<file path="config.mk">
export PLATFORM = sky130hd
export DESIGN_NAME = acc_cpu
export DESIGN_NICKNAME = d
export VERILOG_FILES = /design/src/rtl/acc_cpu_pkg.sv /design/src/rtl/acc_cpu_alu.sv /design/src/rtl/acc_cpu_seq.sv /design/src/rtl/acc_cpu_dpath.sv /design/src/rtl/acc_cpu.sv
export SDC_FILE = /design/constraint.sdc
export NUM_CORES = 1
export LEC_CHECK = 0
export ABC_CLOCK_PERIOD_IN_PS = 4400
export BUFFER_PORTS_ARGS = -buffer_cell sky130_fd_sc_hd__buf_2
export CORE_UTILIZATION = 61
export CTS_BUF_LIST = sky130_fd_sc_hd__clkbuf_8 sky130_fd_sc_hd__clkbuf_16
export CTS_CLUSTER_SIZE = 25
export DETAILED_ROUTE_END_ITERATION = 7
export GPL_ROUTABILITY_DRIVEN = 0
export PLACE_DENSITY = 0.85
export SYNTH_ARGS = -nofsm -noshare
export SYNTH_HDL_FRONTEND = slang
export SYNTH_SLANG_ARGS = --single-unit
</file>
<file path="constraint.sdc">
create_clock -name clk -period 4.4 [get_ports clk]
set_input_delay 0.44 -clock clk [delete_from_list [all_inputs] [get_ports clk]]
set_output_delay 0.44 -clock clk [all_outputs]
set_load 0.03 [all_outputs]
</file>
<file path="src/rtl/acc_cpu_pkg.sv">
package acc_cpu_pkg;

   localparam int unsigned OPC_HLT = 'h0000;
   localparam int unsigned OPC_ADD = 'h0099;
   localparam int unsigned OPC_STA = 'h00A5;
   localparam int unsigned OPC_JMP = 'h00C3;

   typedef enum logic [3:0] {
      S_F_MAR,   S_F_WAIT,   S_F_LAT,
      S_DECODE,
      S_A_MAR,   S_A_WAIT,   S_A_LAT,
      S_D_MAR,   S_D_WAIT,   S_EXEC,
      S_W_MAR,   S_W_STROBE,
      S_JUMP,
      S_HALT
   } seq_state_t;

   typedef struct packed {
      logic mar_from_pc;
      logic mar_from_opa;
      logic cap_word;
      logic cap_op;
      logic cap_opa;
      logic step_pc;
      logic do_add;
      logic mdr_from_acc;
      logic do_jump;
      logic do_halt;
   } ctrl_t;

endpackage

</file>
<file path="src/rtl/acc_cpu_alu.sv">
module acc_cpu_alu #(
   parameter int DATA_W = 16
) (
   input  logic [DATA_W-1:0] a_in,
   input  logic [DATA_W-1:0] b_in,
   output logic [DATA_W-1:0] sum_out,
   output logic              neg_out,
   output logic              zero_out
);
   localparam int MSB = DATA_W - 1;

   assign sum_out  = a_in + b_in;
   assign neg_out  = sum_out[MSB];
   assign zero_out = (sum_out == '0);
endmodule

</file>
<file path="src/rtl/acc_cpu_seq.sv">
module acc_cpu_seq
   import acc_cpu_pkg::*;
#(
   parameter int DATA_W = 16
) (
   input  logic              clk,
   input  logic              rst_n,
   input  logic [DATA_W-1:0] op_q,
   output ctrl_t             ctrl,
   output logic              mem_we
);
   seq_state_t st_q, st_nx;
   logic is_add, is_sta, is_jmp;

   assign is_add = (op_q == DATA_W'(OPC_ADD));
   assign is_sta = (op_q == DATA_W'(OPC_STA));
   assign is_jmp = (op_q == DATA_W'(OPC_JMP));

   always_comb begin
      ctrl   = '0;
      mem_we = 1'b0;
      st_nx  = st_q;
      unique case (st_q)
         S_F_MAR:  begin ctrl.mar_from_pc = 1'b1; st_nx = S_F_WAIT; end
         S_F_WAIT: st_nx = S_F_LAT;
         S_F_LAT: begin
            ctrl.cap_word = 1'b1;
            ctrl.cap_op   = 1'b1;
            ctrl.step_pc  = 1'b1;
            st_nx         = S_DECODE;
         end
         S_DECODE: begin
            if (is_add || is_sta || is_jmp) st_nx = S_A_MAR;
            else begin
               ctrl.do_halt = 1'b1;
               st_nx        = S_HALT;
            end
         end
         S_A_MAR:  begin ctrl.mar_from_pc = 1'b1; st_nx = S_A_WAIT; end
         S_A_WAIT: st_nx = S_A_LAT;
         S_A_LAT: begin
            ctrl.cap_word = 1'b1;
            ctrl.cap_opa  = 1'b1;
            ctrl.step_pc  = 1'b1;
            if (is_add)      st_nx = S_D_MAR;
            else if (is_sta) st_nx = S_W_MAR;
            else             st_nx = S_JUMP;
         end
         S_D_MAR:  begin ctrl.mar_from_opa = 1'b1; st_nx = S_D_WAIT; end
         S_D_WAIT: st_nx = S_EXEC;
         S_EXEC: begin
            ctrl.cap_word = 1'b1;
            ctrl.do_add   = 1'b1;
            st_nx         = S_F_MAR;
         end
         S_W_MAR: begin
            ctrl.mar_from_opa = 1'b1;
            ctrl.mdr_from_acc = 1'b1;
            st_nx             = S_W_STROBE;
         end
         S_W_STROBE: begin mem_we = 1'b1; st_nx = S_F_MAR; end
         S_JUMP:     begin ctrl.do_jump = 1'b1; st_nx = S_F_MAR; end
         S_HALT:     st_nx = S_HALT;
         default:    st_nx = S_HALT;
      endcase
   end

   always_ff @(posedge clk) begin
      if (!rst_n) st_q <= S_F_MAR;
      else        st_q <= st_nx;
   end

   // a fetch is always followed by the wait state
   p_fetch_wait_r9: assert property (@(posedge clk) disable iff (!rst_n)
      ctrl.mar_from_pc |=> !ctrl.cap_word && !mem_we);
endmodule

</file>
<file path="src/rtl/acc_cpu_dpath.sv">
module acc_cpu_dpath
   import acc_cpu_pkg::*;
#(
   parameter int DATA_W = 16,
   parameter int ADDR_W = 16
) (
   input  logic              clk,
   input  logic              rst_n,
   input  ctrl_t             ctrl,
   input  logic [DATA_W-1:0] mem_rdata,
   output logic [ADDR_W-1:0] mem_addr,
   output logic [DATA_W-1:0] mem_wdata,
   output logic [DATA_W-1:0] op_q,
   output logic [ADDR_W-1:0] pc_q,
   output logic [DATA_W-1:0] acc_q,
   output logic              flag_h,
   output logic              flag_z,
   output logic              flag_n
);
   localparam int STEP = DATA_W / 8;
   localparam int MSB  = DATA_W - 1;

   generate
      if (DATA_W % 8 != 0 || DATA_W < 8) begin : g_bad_data_w
         $error("DATA_W must be a multiple of 8 and at least 8");
      end
      if (ADDR_W < 2) begin : g_bad_addr_w
         $error("ADDR_W must be at least 2");
      end
   endgenerate

   logic [ADDR_W-1:0] mar_q;
   logic [DATA_W-1:0] mdr_q, opa_q, sum;
   logic [ADDR_W-1:0] opa_addr;
   logic              sum_n, sum_z;

   generate
      if (ADDR_W <= DATA_W) begin : g_addr_trunc
         assign opa_addr = opa_q[ADDR_W-1:0];
      end else begin : g_addr_zext
         assign opa_addr = {{(ADDR_W-DATA_W){1'b0}}, opa_q};
      end
   endgenerate

   acc_cpu_alu #(.DATA_W(DATA_W)) alu_i (
      .a_in(acc_q), .b_in(mem_rdata),
      .sum_out(sum), .neg_out(sum_n), .zero_out(sum_z)
   );

   always_ff @(posedge clk) begin
      if (!rst_n) begin
         pc_q   <= '0;
         mar_q  <= '0;
         mdr_q  <= '0;
         op_q   <= '0;
         opa_q  <= '0;
         acc_q  <= '0;
         flag_h <= 1'b0;
         flag_z <= 1'b0;
         flag_n <= 1'b0;
      end else begin
         if (ctrl.mar_from_pc)  mar_q <= pc_q;
         if (ctrl.mar_from_opa) mar_q <= opa_addr;
         if (ctrl.cap_word)     mdr_q <= mem_rdata;
         if (ctrl.mdr_from_acc) mdr_q <= acc_q;
         if (ctrl.cap_op)       op_q  <= mem_rdata;
         if (ctrl.cap_opa)      opa_q <= mem_rdata;
         if (ctrl.step_pc)      pc_q  <= pc_q + ADDR_W'(STEP);
         if (ctrl.do_jump)      pc_q  <= opa_addr;
         if (ctrl.do_add) begin
            acc_q  <= sum;
            flag_n <= sum_n;
            flag_z <= sum_z;
         end
         if (ctrl.do_halt)      flag_h <= 1'b1;
      end
   end

   assign mem_addr  = mar_q;
   assign mem_wdata = mdr_q;

   // program counter steps by one word per fetched word
   p_pc_step_r2: assert property (@(posedge clk) disable iff (!rst_n)
      ctrl.step_pc |=> pc_q == $past(pc_q) + ADDR_W'(STEP));
   // jump loads the operand address
   p_jump_target_r6: assert property (@(posedge clk) disable iff (!rst_n)
      ctrl.do_jump |=> pc_q == $past(opa_addr));
   // flags track the accumulator after an add
   p_flags_r4: assert property (@(posedge clk) disable iff (!rst_n)
      ctrl.do_add |=> (flag_n == acc_q[MSB]) && (flag_z == (acc_q == '0)));
endmodule

</file>
<file path="src/rtl/acc_cpu.sv">
module acc_cpu
   import acc_cpu_pkg::*;
#(
   parameter int DATA_W = 16,
   parameter int ADDR_W = 16
) (
   input  logic              clk,
   input  logic              rst_n,
   output logic [ADDR_W-1:0] mem_addr,
   input  logic [DATA_W-1:0] mem_rdata,
   output logic [DATA_W-1:0] mem_wdata,
   output logic              mem_we,
   output logic [ADDR_W-1:0] pc_q,
   output logic [DATA_W-1:0] acc_q,
   output logic              halted,
   output logic              flag_z,
   output logic              flag_n
);
   ctrl_t             ctrl;
   logic [DATA_W-1:0] op_q;

   acc_cpu_seq #(.DATA_W(DATA_W)) seq_i (
      .clk(clk), .rst_n(rst_n), .op_q(op_q), .ctrl(ctrl), .mem_we(mem_we)
   );

   acc_cpu_dpath #(.DATA_W(DATA_W), .ADDR_W(ADDR_W)) dpath_i (
      .clk(clk), .rst_n(rst_n), .ctrl(ctrl), .mem_rdata(mem_rdata),
      .mem_addr(mem_addr), .mem_wdata(mem_wdata), .op_q(op_q),
      .pc_q(pc_q), .acc_q(acc_q),
      .flag_h(halted), .flag_z(flag_z), .flag_n(flag_n)
   );

   // halt is sticky and freezes the machine
   p_halt_freeze_r7: assert property (@(posedge clk) disable iff (!rst_n)
      halted |=> halted && !mem_we && $stable(pc_q) && $stable(mem_addr) && $stable(acc_q));
   // write strobe lasts one cycle
   p_we_pulse_r5: assert property (@(posedge clk) disable iff (!rst_n)
      mem_we |=> !mem_we);
   // written data is the accumulator
   p_store_data_r5: assert property (@(posedge clk) disable iff (!rst_n)
      mem_we |-> mem_wdata == acc_q);
endmodule

</file>
# After elaboration in Yosys (flattened, before gate mapping)
# Cells that the tools add are included.
# classes
n_mux	22
div_mod_pow	0
mul	0
n_shift	0
bitwise_logic	0
n_eq_ne	15
magnitude_cmp	0
n_reduce_logical	12
n_addsub	2
# ops
op	n
16-bit 2-to-1 mux	6
16-bit by 8-bit == test with 1-bit output (second input constant)	3
4-bit one-hot mux with 11 select lines	1
4-bit == test (second input constant)	5
16-bit adder	1
16-bit by 2-bit adder with 16-bit output (second input constant)	1
4-bit by 3-bit == test with 1-bit output (second input constant)	4
16-bit logical NOT	1
1-bit 2-to-1 mux	12
4-bit by 2-bit == test with 1-bit output (second input constant)	2
4-bit 2-to-1 mux	2
2-bit nonzero test	3
2-bit OR reduction	3
3-bit OR reduction	2
4-bit by 1-bit == test with 1-bit output (second input constant)	1
4-bit logical NOT	1
3-bit 2-to-1 mux	1
1-bit logical OR	2
# word_totals
latchBits	0
ram_bits	0
mem_bits_ro	0
regBits	103
mem_count	0
wordCells	61

# Logic depth before layout (Yosys ltp)
# Gate-level depths: netlist of run 1.
# depth
ltp_word	5
depth_mapped	10
ltp_nobuf	10

# Modules after synthesis
# From an unflattened synthesis of run 1, not the netlist that was laid out.
# hier_totals
hier_cells	579
hier_area_um2	5375.2
# by_module_without_submodules
mod	seq_area_each_um2	cells_per_inst	area_per_inst_um2	n_inst
acc_cpu_dpath	1981.9	434	4210.3	1
acc_cpu_alu	0.0	85	704.4	1
acc_cpu_seq	80.1	60	460.4	1

# Least setup slack after synthesis of run 1
# OpenSTA, ideal clock, no wires.
# synth_path
path_type	register to register
startpoint	register dpath_i.acc_q[0]
endpoint	register dpath_i.flag_z
path_stages_with_launch	11
path_slack_ns	1.367
arrival_ns	2.948
period_less_slack_ns	3.033
required_ns	4.316
n_path_buf	0
setup_ns	0.084
cell_sequence	dfxtp_1 ha_1 fa_1 a21o_1 a221oi_2 a21oi_1 xnor2_1 nand4bb_2 or4_1 or4_1 o31ai_2
# synth_via
elab_chain_len	2
# synth_rtl
element	line	rtl
from (decl)	acc_cpu_dpath.sv:15	output logic [DATA_W-1:0] acc_q,
from (signal assigned)	acc_cpu_dpath.sv:71	acc_q <= sum;
16-bit adder	acc_cpu_alu.sv:12	assign sum_out = a_in + b_in;
16-bit logical NOT	acc_cpu_alu.sv:14	assign zero_out = (sum_out == '0);
to (signal assigned)	acc_cpu_dpath.sv:73	flag_z <= sum_z;
to (decl)	acc_cpu_dpath.sv:17	output logic flag_z,
# Every way passes these cells.
# A chain may end at the register's enable or synchronous reset.

# Worst setup path in the final report of run 1
# Same ends and word-level chain as after synthesis.

==> impl_results.md, run 1 <==
* Crit path kind: reg -> reg
* Worst-path fanout max at 4
* Final cycle utilization of the critical path at 0.734
* NumNets Final at 726
* Worst Setup Slack, final at 1170 ps
* Clk pin slew, worst setup/hold paths at 90 ps
* Arr. time, crit path at 3510 ps
* Syn Inst Count at roughly 630
* Hold Slack at about 360 ps
* Core footprint at 0.00830 sq mm
* Largest net degree at the start of global routing at 103
* # diodes at 0
* Top-count cell post-synth: nand2_1
* Synthesized area per cell at 8.36 sq um
* Max Buffers Root-to-Sink at 2
* Routed vias at 4903
* First-pass GRT wire length at ~21000 um
* Max VDD drop at 0.000187 V
* Static Leak at 2.77 nW
* Pwr dens at between 300 and 400 mW/mm^2
* Post-synth EDFFs at 0
* Min-delay worst type: in -> reg
* Die width at 94.9 um
* Setup violators final at 0
* Tmin final at 3230 ps
* Outcome: completed
* Number of global-route vias before repair at 4526
* Ys flop type: dfxtp_1
* Worst Tran Pin Value at 917 ps
* GRT Util Overall at 0.304
* Max Clk Rate at 310 MHz
* Setup crit end kind: flip-flop
* Seq/Total Area, Yosys at 0.388
* Initial Util at 0.634
* Share of cells above drive strength 1 at 0.167
* Die area at about 0.009 sq mm
* Req. time, crit path at 4680 ps
* Hold buffer count at cts at 0
* Post-CTS Setup Repair Bufs at 0
* Root Buffer: clkbuf_8
* Final ANT Viol Nets at 0
* Clock Sink Count at 102
* Grt total ovfl at 0
* Area Growth Syn to Fin at 12.4%
* Rows at 33
* Top Ports at 86
* DP Worst Slack at 979 ps
* Rel. slew slack at 0.387
* Via-per-instance ratio at approximately 6.1
* Post-CTS sizing at 0
* Clock skew at between 15 and 20 ps
* Post-synth ARST share at 0
* Num CTS Buffers at 9
* Clk_lat worst skew at 370 ps
* Yosys top cell area share at 0.388
* Setup tns final at 0 ps
* Routed WL at 13000 um
* Largest area contributor in the netlist: dfxtp_1
* Non-Filler Instances at 801
* Yosys warns at 0
* Post-Synthesis Cell Area at 0.00526 sq mm
* Initial drt markers at roughly 270
* Top cells by area, synth: dfxtp_1 39%, nand2_1 11%, a21boi_0 7.7%, o211a_1 6.1%, mux2i_1 5.9%
* DRT Pass-1 Iters at 7
* DPL Wire Length at just over 9000 um
* Cell variety after synth at 52
* R2R Setup Slk at 1170 ps
* Port buffer count at 85
* Syn Nets at 664
* H-tree depth at 3
* Wirelength per Cell at 16.2 um
* Final Max Slew Viols at 0
* Overall power at 1.86 mW
* CTS tree: built
* Max cap viols at 0
* FF+latch count, synth at 102
* RSZ-0062 raised after global routing: no
* Initial antenna violation count at 0
* Placed cells at 785
* Worst setup SP type: flip-flop
* Synth top cells by count: 150 x nand2_1, 102 x dfxtp_1, 54 x a21boi_0
* Hold Vio Cnt, Final at 0
* Residual DRC count at 0
* Die H at 94.9 um
## report_power, final
part / total, mW / switching [mW] / internal, mW
clock: 0.586 / 0.325 / 0.261
sequential: 0.989 / 0.0310 / 0.958
combinational: 0.290 / 0.188 / 0.103
total: 1.86 / 0.544 / 1.32
## cell type report
class,count,area [sq um]
Inverter,5,18.8
Tap cell,105,131
Timing Repair Buffer,92,478
Multi-Input combinational cell,481,3050
Clock buffer,9,124
Fill cell,670,2390
Sequential cell,102,2040
Clock inverter,7,66.3
## critical path: stages (launching register included)
cell	delay, ps
dfxtp_1	350
ha_1	220
fa_1	400
a21o_1	220
a221oi_2	340
a21oi_1	190
xnor2_1	270
nand4bb_2	120
or4_1	420
or4_1	440
o31ai_2	190
## path summary, 6_finish.rpt
path / from / end / cells past startpoint
max: dpath_i.acc_q[0]$_SDFFE_PN0P_ / dpath_i.flag_z$_SDFFE_PN0P_ / 10
min: mem_rdata[2] / dpath_i.op_q[2]$_SDFFE_PN0P_ / 3
min reg2reg: dpath_i.flag_h$_SDFFE_PN0P_ / dpath_i.flag_h$_SDFFE_PN0P_ / 1
max reg2reg: dpath_i.acc_q[0]$_SDFFE_PN0P_ / dpath_i.flag_z$_SDFFE_PN0P_ / 10
## per-stage QoR
step           instance area [sq um]  utilization
2_1_floorplan                   5260            -
3_3_place_gp                    5720        0.690
3_5_place_dp                    5720        0.690
4_1_cts                         5910        0.712
5_1_grt                         5910        0.712
6_report                        5910        0.712
## metal layers
| metal | GRT usage | routed length (um) | up-vias |
|---|---|---|---|
| met5 | 0 | 0 | - |
| met2 | 0.505 | 6200 | 216 |
| li1 | - | - | 2355 |
| met4 | 0.167 | 544 | 0 |
| met1 | 0.387 | 5460 | 2291 |
| met3 | 0.0290 | 767 | 41 |
## layout by cell type, fill, tap and decap left out, drive strengths merged, types with 2 or more instances in the layout
master / n
inv: 9
o21ai: 22
o31ai: 2
ha: 16
a311oi: 2
or3: 4
and2: 2
nor2b: 8
a221oi: 3
or4: 2
a21oi: 26
nor4: 3
mux2i: 31
xnor2: 11
buf: 92
nand2b: 6
a21boi: 54
clkbuf: 9
nor3b: 3
nand4: 2
a21o: 5
nor2: 29
and3: 6
nor3: 10
o211a: 32
dfxtp: 102
or2: 2
a222oi: 4
xor2: 2
nand3: 15
a31oi: 4
a211o: 2
nand2: 150
a22oi: 6
o21a: 6
## sequential cells by signal, indices dropped and copies added, names as in the netlist
| register | cells |
|---|---|
| dpath_i.flag_h | 1 |
| dpath_i.mem_addr | 16 |
| dpath_i.pc_q | 16 |
| dpath_i.op_q | 16 |
| dpath_i.flag_z | 1 |
| dpath_i.acc_q | 15 |
| dpath_i.flag_n | 1 |
| seq_i.st_q | 4 |
| dpath_i.mem_wdata | 16 |
| dpath_i.opa_addr | 16 |
## kinds of logic after synthesis
group,synth area share
AO/OA/AOI/OAI,0.250
XOR/XNOR,0.0216
adder cells (fa/ha/maj),0.0419
buffers and inverters,0.0338
flip-flops,0.388
multiplexers,0.0590
AND/OR/NAND/NOR,0.206
Note: power is estimated with default switching activity, not from simulation.
==> inputs of run 2 (changes only) <==
--- a/config.mk
+++ b/config.mk
@@ -5,14 +5,14 @@
 export SDC_FILE = /design/constraint.sdc
 export NUM_CORES = 1
 export LEC_CHECK = 0
-export ABC_CLOCK_PERIOD_IN_PS = 4400
+export ABC_CLOCK_PERIOD_IN_PS = 3000
 export BUFFER_PORTS_ARGS = -buffer_cell sky130_fd_sc_hd__buf_2
-export CORE_UTILIZATION = 61
+export CORE_UTILIZATION = 57
 export CTS_BUF_LIST = sky130_fd_sc_hd__clkbuf_8 sky130_fd_sc_hd__clkbuf_16
 export CTS_CLUSTER_SIZE = 25
 export DETAILED_ROUTE_END_ITERATION = 7
 export GPL_ROUTABILITY_DRIVEN = 0
-export PLACE_DENSITY = 0.85
+export PLACE_DENSITY = 0.8
 export SYNTH_ARGS = -nofsm -noshare
 export SYNTH_HDL_FRONTEND = slang
 export SYNTH_SLANG_ARGS = --single-unit
==> constraint.sdc (replaced) <==
create_clock -name clk -period 3 [get_ports clk]
set_input_delay 0.3 -clock clk [delete_from_list [all_inputs] [get_ports clk]]
set_output_delay 0.3 -clock clk [all_outputs]
set_load 0.03 [all_outputs]
==> run 2 against run 1 <==
  * The run now ends with DRC left
  * Via count barely moved
  * Clock skew decreased by 6.3 ps
  * Critical endpoint unchanged
  * Die area up 6.9%
  * Critical path depth unchanged
  * Sequential power rose by 47%
  * Sequential cell count did not move
  * Global-route usage fell by 2.0 points
  * Combinational power grew 52%
  * Non-clock buffer count grew 17
  * Clock power up 60%
  * First-iteration DRC count up 26%
  * Design area is 3.5% higher
==> impl_results.md, run 2 (synthesized netlist as in run 1, its figures left out) <==
* Outcome: complete, but fails checks
* Violated checks: DRC
* Area Growth Syn to Fin at 16.3%
* Initial drt markers at about 350
* Most frequent cells in the layout: 150 x nand2_1, 101 x dfxtp_1, 85 x buf_2
* Die H at 98.1 um
* Root Buffer: clkbuf_8
* Min-delay worst type: in -> reg
* # diodes at 0
* Rows at 34
* Req. time, crit path at 3280 ps
* Hold Slack at between 200 and 250 ps
* Clk pin slew, worst setup/hold paths at 90 ps
* Die width at 98.1 um
* Non-Filler Instances at between 800 and 900
* Max VDD drop at 0.000345 V
* Static Leak at between 2 and 3 nW
* RSZ-0062 raised after global routing: no
* Pwr dens at ~460 mW/mm^2
* Clk_lat worst skew at roughly 370 ps
* R2R cell count at 10
* Max Buffers Root-to-Sink at 2
* Initial antenna violation count at 0
* Grt total ovfl at 0
* Final ANT Viol Nets at 0
* Worst-path fanout max at 4
* First-pass GRT wire length at 21800 um
* Worst r2r dst: dpath_i.flag_z$_SDFFE_PN0P_
* Via-per-instance ratio at ~6.0
* Worst hold start: mem_rdata[4]
* Hold Vio Cnt, Final at 0
* Setup tns final at 0 ps
* Setup violators final at 0
* H-tree depth at 3
* DRT Pass-1 Iters at 8
* Clock Sink Count at about 100
* Commonest non-fill, non-tap cell in the layout: nand2_1
* Crit path kind: reg -> reg
* Routed WL at 13500 um
* Routed vias at 4901
* Final cycle utilization of the critical path at 0.965
* Final Max Slew Viols at 0
* Share of cells above drive strength 1 at 0.201
* DPL Wire Length at ~9600 um
* NumNets Final at ~740
* Arr. time, crit path at 3180 ps
* Tmin final at around 2900 ps
* CP Launch Point: dpath_i.acc_q[2]$_SDFFE_PN0P_
* Worst setup SP type: flip-flop
* Rel. slew slack at 0.412
* GRT Util Overall at 0.284
* Die area at 0.00962 sq mm
* DP Worst Slack at -185 ps
* Clock skew at 9.28 ps
* Max cap viols at 0
* Placed cells at 804
* Core footprint at between 0.008 and 0.009 sq mm
* Wirelength per Cell at 16.4 um
* Num CTS Buffers at 9
* Max Clk Rate at 345 MHz
* CTS tree: built
* Number of global-route vias before repair at between 4000 and 5000
* Worst Setup Slack, final at approximately 100 ps
* Worst Tran Pin Value at 882 ps
* Port buffer count at 85
* Wire length on met3 at roughly 840 um
* Met2 WL at 6420 um
* Largest net degree at the start of global routing at just over 100
* Worst Setup EP: dpath_i.flag_z$_SDFFE_PN0P_
* Setup crit end kind: flip-flop
* Top routing layer in use: met4
* R2R Setup Slk at 100 ps
* Reg-to-Reg Start: dpath_i.acc_q[2]$_SDFFE_PN0P_
* Residual DRC count at 9
* Top Ports at 86
* Initial Util at 0.594
* Met1 wire length at around 5800 um
==> run 2: cell types whose count changed in the layout (fill, tap and decap cells not counted), sizes merged <==
cell / before / now
buf: 92 / 109
clkinv: 1 / 3
inv: 9 / 6
bufinv: 1 / 2
==> run 2: layer usage <==
layer	track usage	vias up
li1	-	2386
met2	0.475	199
met4	0.121	0
met3	0.0465	35
met1	0.364	2281
met5	0	-
==> run 2: cell type report <==
cell class,count,area [sq um]
clock buffer,9,124
clock inverter,7,90.1
fill,725,2730
inverter,5,18.8
multi-input combinational,481,3100
sequential,102,2040
tap,108,135
timing repair buffer,109,606
==> run 2: how the worst min path moves through the flow <==
stage,endpoint,depth (start not counted)
final,dpath_i.op_q[4]$_SDFFE_PN0P_,3
after global routing,dpath_i.op_q[6]$_SDFFE_PN0P_,3
after CTS,dpath_i.op_q[4]$_SDFFE_PN0P_,3
after detailed placement,dpath_i.flag_h$_SDFFE_PN0P_,1
after global placement,dpath_i.flag_h$_SDFFE_PN0P_,1
after floorplan,dpath_i.op_q[0]$_SDFFE_PN0P_,2
==> run 2: repair_timing <==
item                                    in CTS  in global routing
pin swaps                                    2                  0
hold buffers                                 0                  0
endpoints found under the setup margin       1                  1
buffers inserted                             1                  0
gates resized for setup                      3                  5
==> run 2: worst max-delay path, stage by stage, from the launching register on <==
cell       delay (ps)
dfxtp_1           430
ha_4              250
a21oi_2           170
a2111oi_2          90
buf_4             140
or3_1             380
a21oi_2           170
xnor2_1            90
or4_1             490
or4_1             420
o31ai_2           180
==> run 2: per-stage QoR <==
stage                     instance area [sq um]  utilization  power (mW)
after CTS                                  6080        0.688        2.83
after global placement                     5850        0.661        1.90
after global routing                       6120        0.691        2.94
after detailed placement                   5850        0.661        1.91
after floorplan                            5260            -        1.78
final                                      6120        0.691        2.83
==> run 2: power by group <==
part	switching (mW)	internal, mW
clock network	0.471	0.466
registers	0.0470	1.40
logic	0.277	0.162
==> inputs of run 3 (changes only) <==
--- a/config.mk
+++ b/config.mk
@@ -6,12 +6,13 @@
 export NUM_CORES = 1
 export LEC_CHECK = 0
 export ABC_CLOCK_PERIOD_IN_PS = 3000
-export BUFFER_PORTS_ARGS = -buffer_cell sky130_fd_sc_hd__buf_2
+export BUFFER_PORTS_ARGS = -buffer_cell sky130_fd_sc_hd__clkbuf_2
 export CORE_UTILIZATION = 57
 export CTS_BUF_LIST = sky130_fd_sc_hd__clkbuf_8 sky130_fd_sc_hd__clkbuf_16
 export CTS_CLUSTER_SIZE = 25
 export DETAILED_ROUTE_END_ITERATION = 7
 export GPL_ROUTABILITY_DRIVEN = 0
+export GPL_TIMING_DRIVEN = 1
 export PLACE_DENSITY = 0.8
 export SYNTH_ARGS = -nofsm -noshare
 export SYNTH_HDL_FRONTEND = slang
==> run 3 against run 2 <==
  * The flow still finishes with violations (DRC)
  * Critical path type unchanged
  * Fmax shrank 3.3%
  * Register-to-register slack lost 100 ps
  * Via count shrank 0.71%
  * Routed wire length shrank 2.1%
  * Critical path depth is the same
  * Global-route usage shrank 0.21 points
  * Clock skew grew 2.5 ps
  * Combinational power shrank 0.9%
  * Design area grew 0.12%
  * Worst hold slack lost 3.3 ps
  * Critical endpoint unchanged
==> impl_results.md, run 3 (synthesized netlist as in run 1, its figures left out) <==
* Multi-input logic area at 0.00309 sq mm
* Top Ports at 86
* Clk pin slew, worst setup/hold paths at 110 ps
* Clk_lat worst skew at 360 ps
* Core footprint at 0.00885 sq mm
* Area Growth Syn to Fin at 16.5%
* Static Leak at 2.82 nW
* Worst setup SP type: flip-flop
* Setup crit end kind: flip-flop
* Reg area at 0.00204 sq mm
* GRT Util Overall at 0.282
* Rel. slew slack at 0.414
* Port buffer count at 85
* Residual DRC count at 11
* Largest net degree at the start of global routing at 103
* NumNets Final at roughly 750
* CTS tree: built
* Setup violators final at 0
* First-pass GRT wire length at 21800 um
* Min-delay worst type: in -> reg
* Grt total ovfl at 0
* H-tree depth at 3
* Outcome: complete, but fails checks
* Max VDD drop at about 0.00027 V
* Final Max Slew Viols at 0
* Most frequent cells in the layout: 150 x nand2_1, 101 x dfxtp_1, 85 x clkbuf_2
* Max cap viols at 0
* # fillers at 724
* Non-Filler Instances at 824
* Rows at 34
* Crit path kind: reg -> reg
* Max Buffers Root-to-Sink at 2
* CP max stage cell: or4_4
* Req. time, crit path at 3280 ps
* Finished Core Util at 0.692
* Die H at 98.1 um
* Clock Sink Count at 102
* Wirelength per Cell at 16.0 um
* Die area at 0.00962 sq mm
* Max stage delay on crit path at about 440 ps
* Worst-path fanout max at 2
* Commonest non-fill, non-tap cell in the layout: nand2_1
* Placed cell area at 0.00587 sq mm
* Initial Util at 0.594
* Clock skew at 11.7 ps
* Routed vias at ~4900
* Overall power at 2.81 mW
* Hold Vio Cnt, Final at 0
* Number of global-route vias before repair at 4598
* Via-per-instance ratio at 5.91
* Crit-path cells: ha_2 > fa_2 > a21o_1 > a221oi_2 > buf_4 > xnor2_1 > nand4bb_2 > or4_1 > or4_4 > o31ai_4
* Final non-filler cell area at 0.00613 sq mm
* Share of cells above drive strength 1 at 0.204
* DPL Wire Length at about 9500 um
* Arr. time, crit path at ~3300 ps
* Violated checks: DRC
* Tmin final at 3000 ps
* Root Buffer: clkbuf_8
* RSZ-0062 raised after global routing: yes
* DRT Pass-1 Iters at 7
* Num CTS Buffers at 9
* Final ANT Viol Nets at 0
* Die width at approximately 98 um
* Final cycle utilization of the critical path at 0.999
* Pwr dens at 458 mW/mm^2
* Initial antenna violation count at 0
* Placed cells at just over 800
* Max Clk Rate at 334 MHz
* Initial drt markers at 324
* Hold buffer count at cts at 0
* Routed WL at 13200 um
* # diodes at 0
* Worst Tran Pin Value at 879 ps
## run 3: cell types whose count changed in the layout (fill, tap and decap cells not counted), sizes merged
cell      change
clkinvlp      -1
inv           +2
bufinv        -1
clkbuf       +85
buf          -82
## run 3: where the power goes
group          leakage (nW)  internal (mW)  total [mW]  switching (mW)
sequential            0.826           1.41        1.45          0.0473
clock                 0.108          0.405       0.919           0.513
combinational          1.89          0.162       0.436           0.274
## run 3: through the flow
step                hold WS, ps  TNS [ps]  worst slack [ps]
detailed placement          461      -155              -155
global route                233      -114              -114
finish                      222         0              3.41
global placement            447     -70.2             -70.2
CTS                         211         0              11.3
floorplan                   438         0              26.2
## run 3: worst max-delay path, delay by kind of cell (launching register included)
| kind | cells | cell delay (ps) |
|---|---|---|
| and+or+nand+nor | 3 | 1070 |
| AOI/OAI and AO/OA | 3 | 730 |
| adders and majority gates | 2 | 530 |
| DFF | 1 | 340 |
| buffers and inverters | 1 | 170 |
| xor gates and xnor gates | 1 | 90 |
## run 3: path summary, 6_finish.rpt
path	start	endpoint	slack [ps]	depth (start not counted)
max	dpath_i.acc_q[0]$_SDFFE_PN0P_	dpath_i.flag_z$_SDFFE_PN0P_	3	10
min	mem_rdata[4]	dpath_i.op_q[4]$_SDFFE_PN0P_	220	3
max reg2reg	dpath_i.acc_q[0]$_SDFFE_PN0P_	dpath_i.flag_z$_SDFFE_PN0P_	3	10
min reg2reg	dpath_i.mem_addr[8]$_SDFFE_PN0P_	dpath_i.mem_addr[8]$_SDFFE_PN0P_	470	2
## run 3: area by class of cell
type | count | area share
flip-flops and latches | 102 | 0.334
well taps | 108 | 0.0221
clock buffers | 9 | 0.0202
clock inverters | 7 | 0.0147
repair buffers | 112 | 0.103
multi-input cells | 481 | 0.504
inverters | 5 | 0.00306
## run 3: routing by layer
layer / track usage / up-vias / share of wire
met3: 0.0365 / 26 / 0.056
li1: - / 2400 / -
met1: 0.356 / 2257 / 0.43
met4: 0.135 / 0 / 0.029
met2: 0.477 / 183 / 0.48
met5: 0 / - / 0
## run 3: repair_timing
action,in CTS,in global routing
gates resized for setup,3,4
setup buffers,1,0
pin swaps,2,0
setup endpoints to repair,1,1
endpoints found under the hold margin,0,0
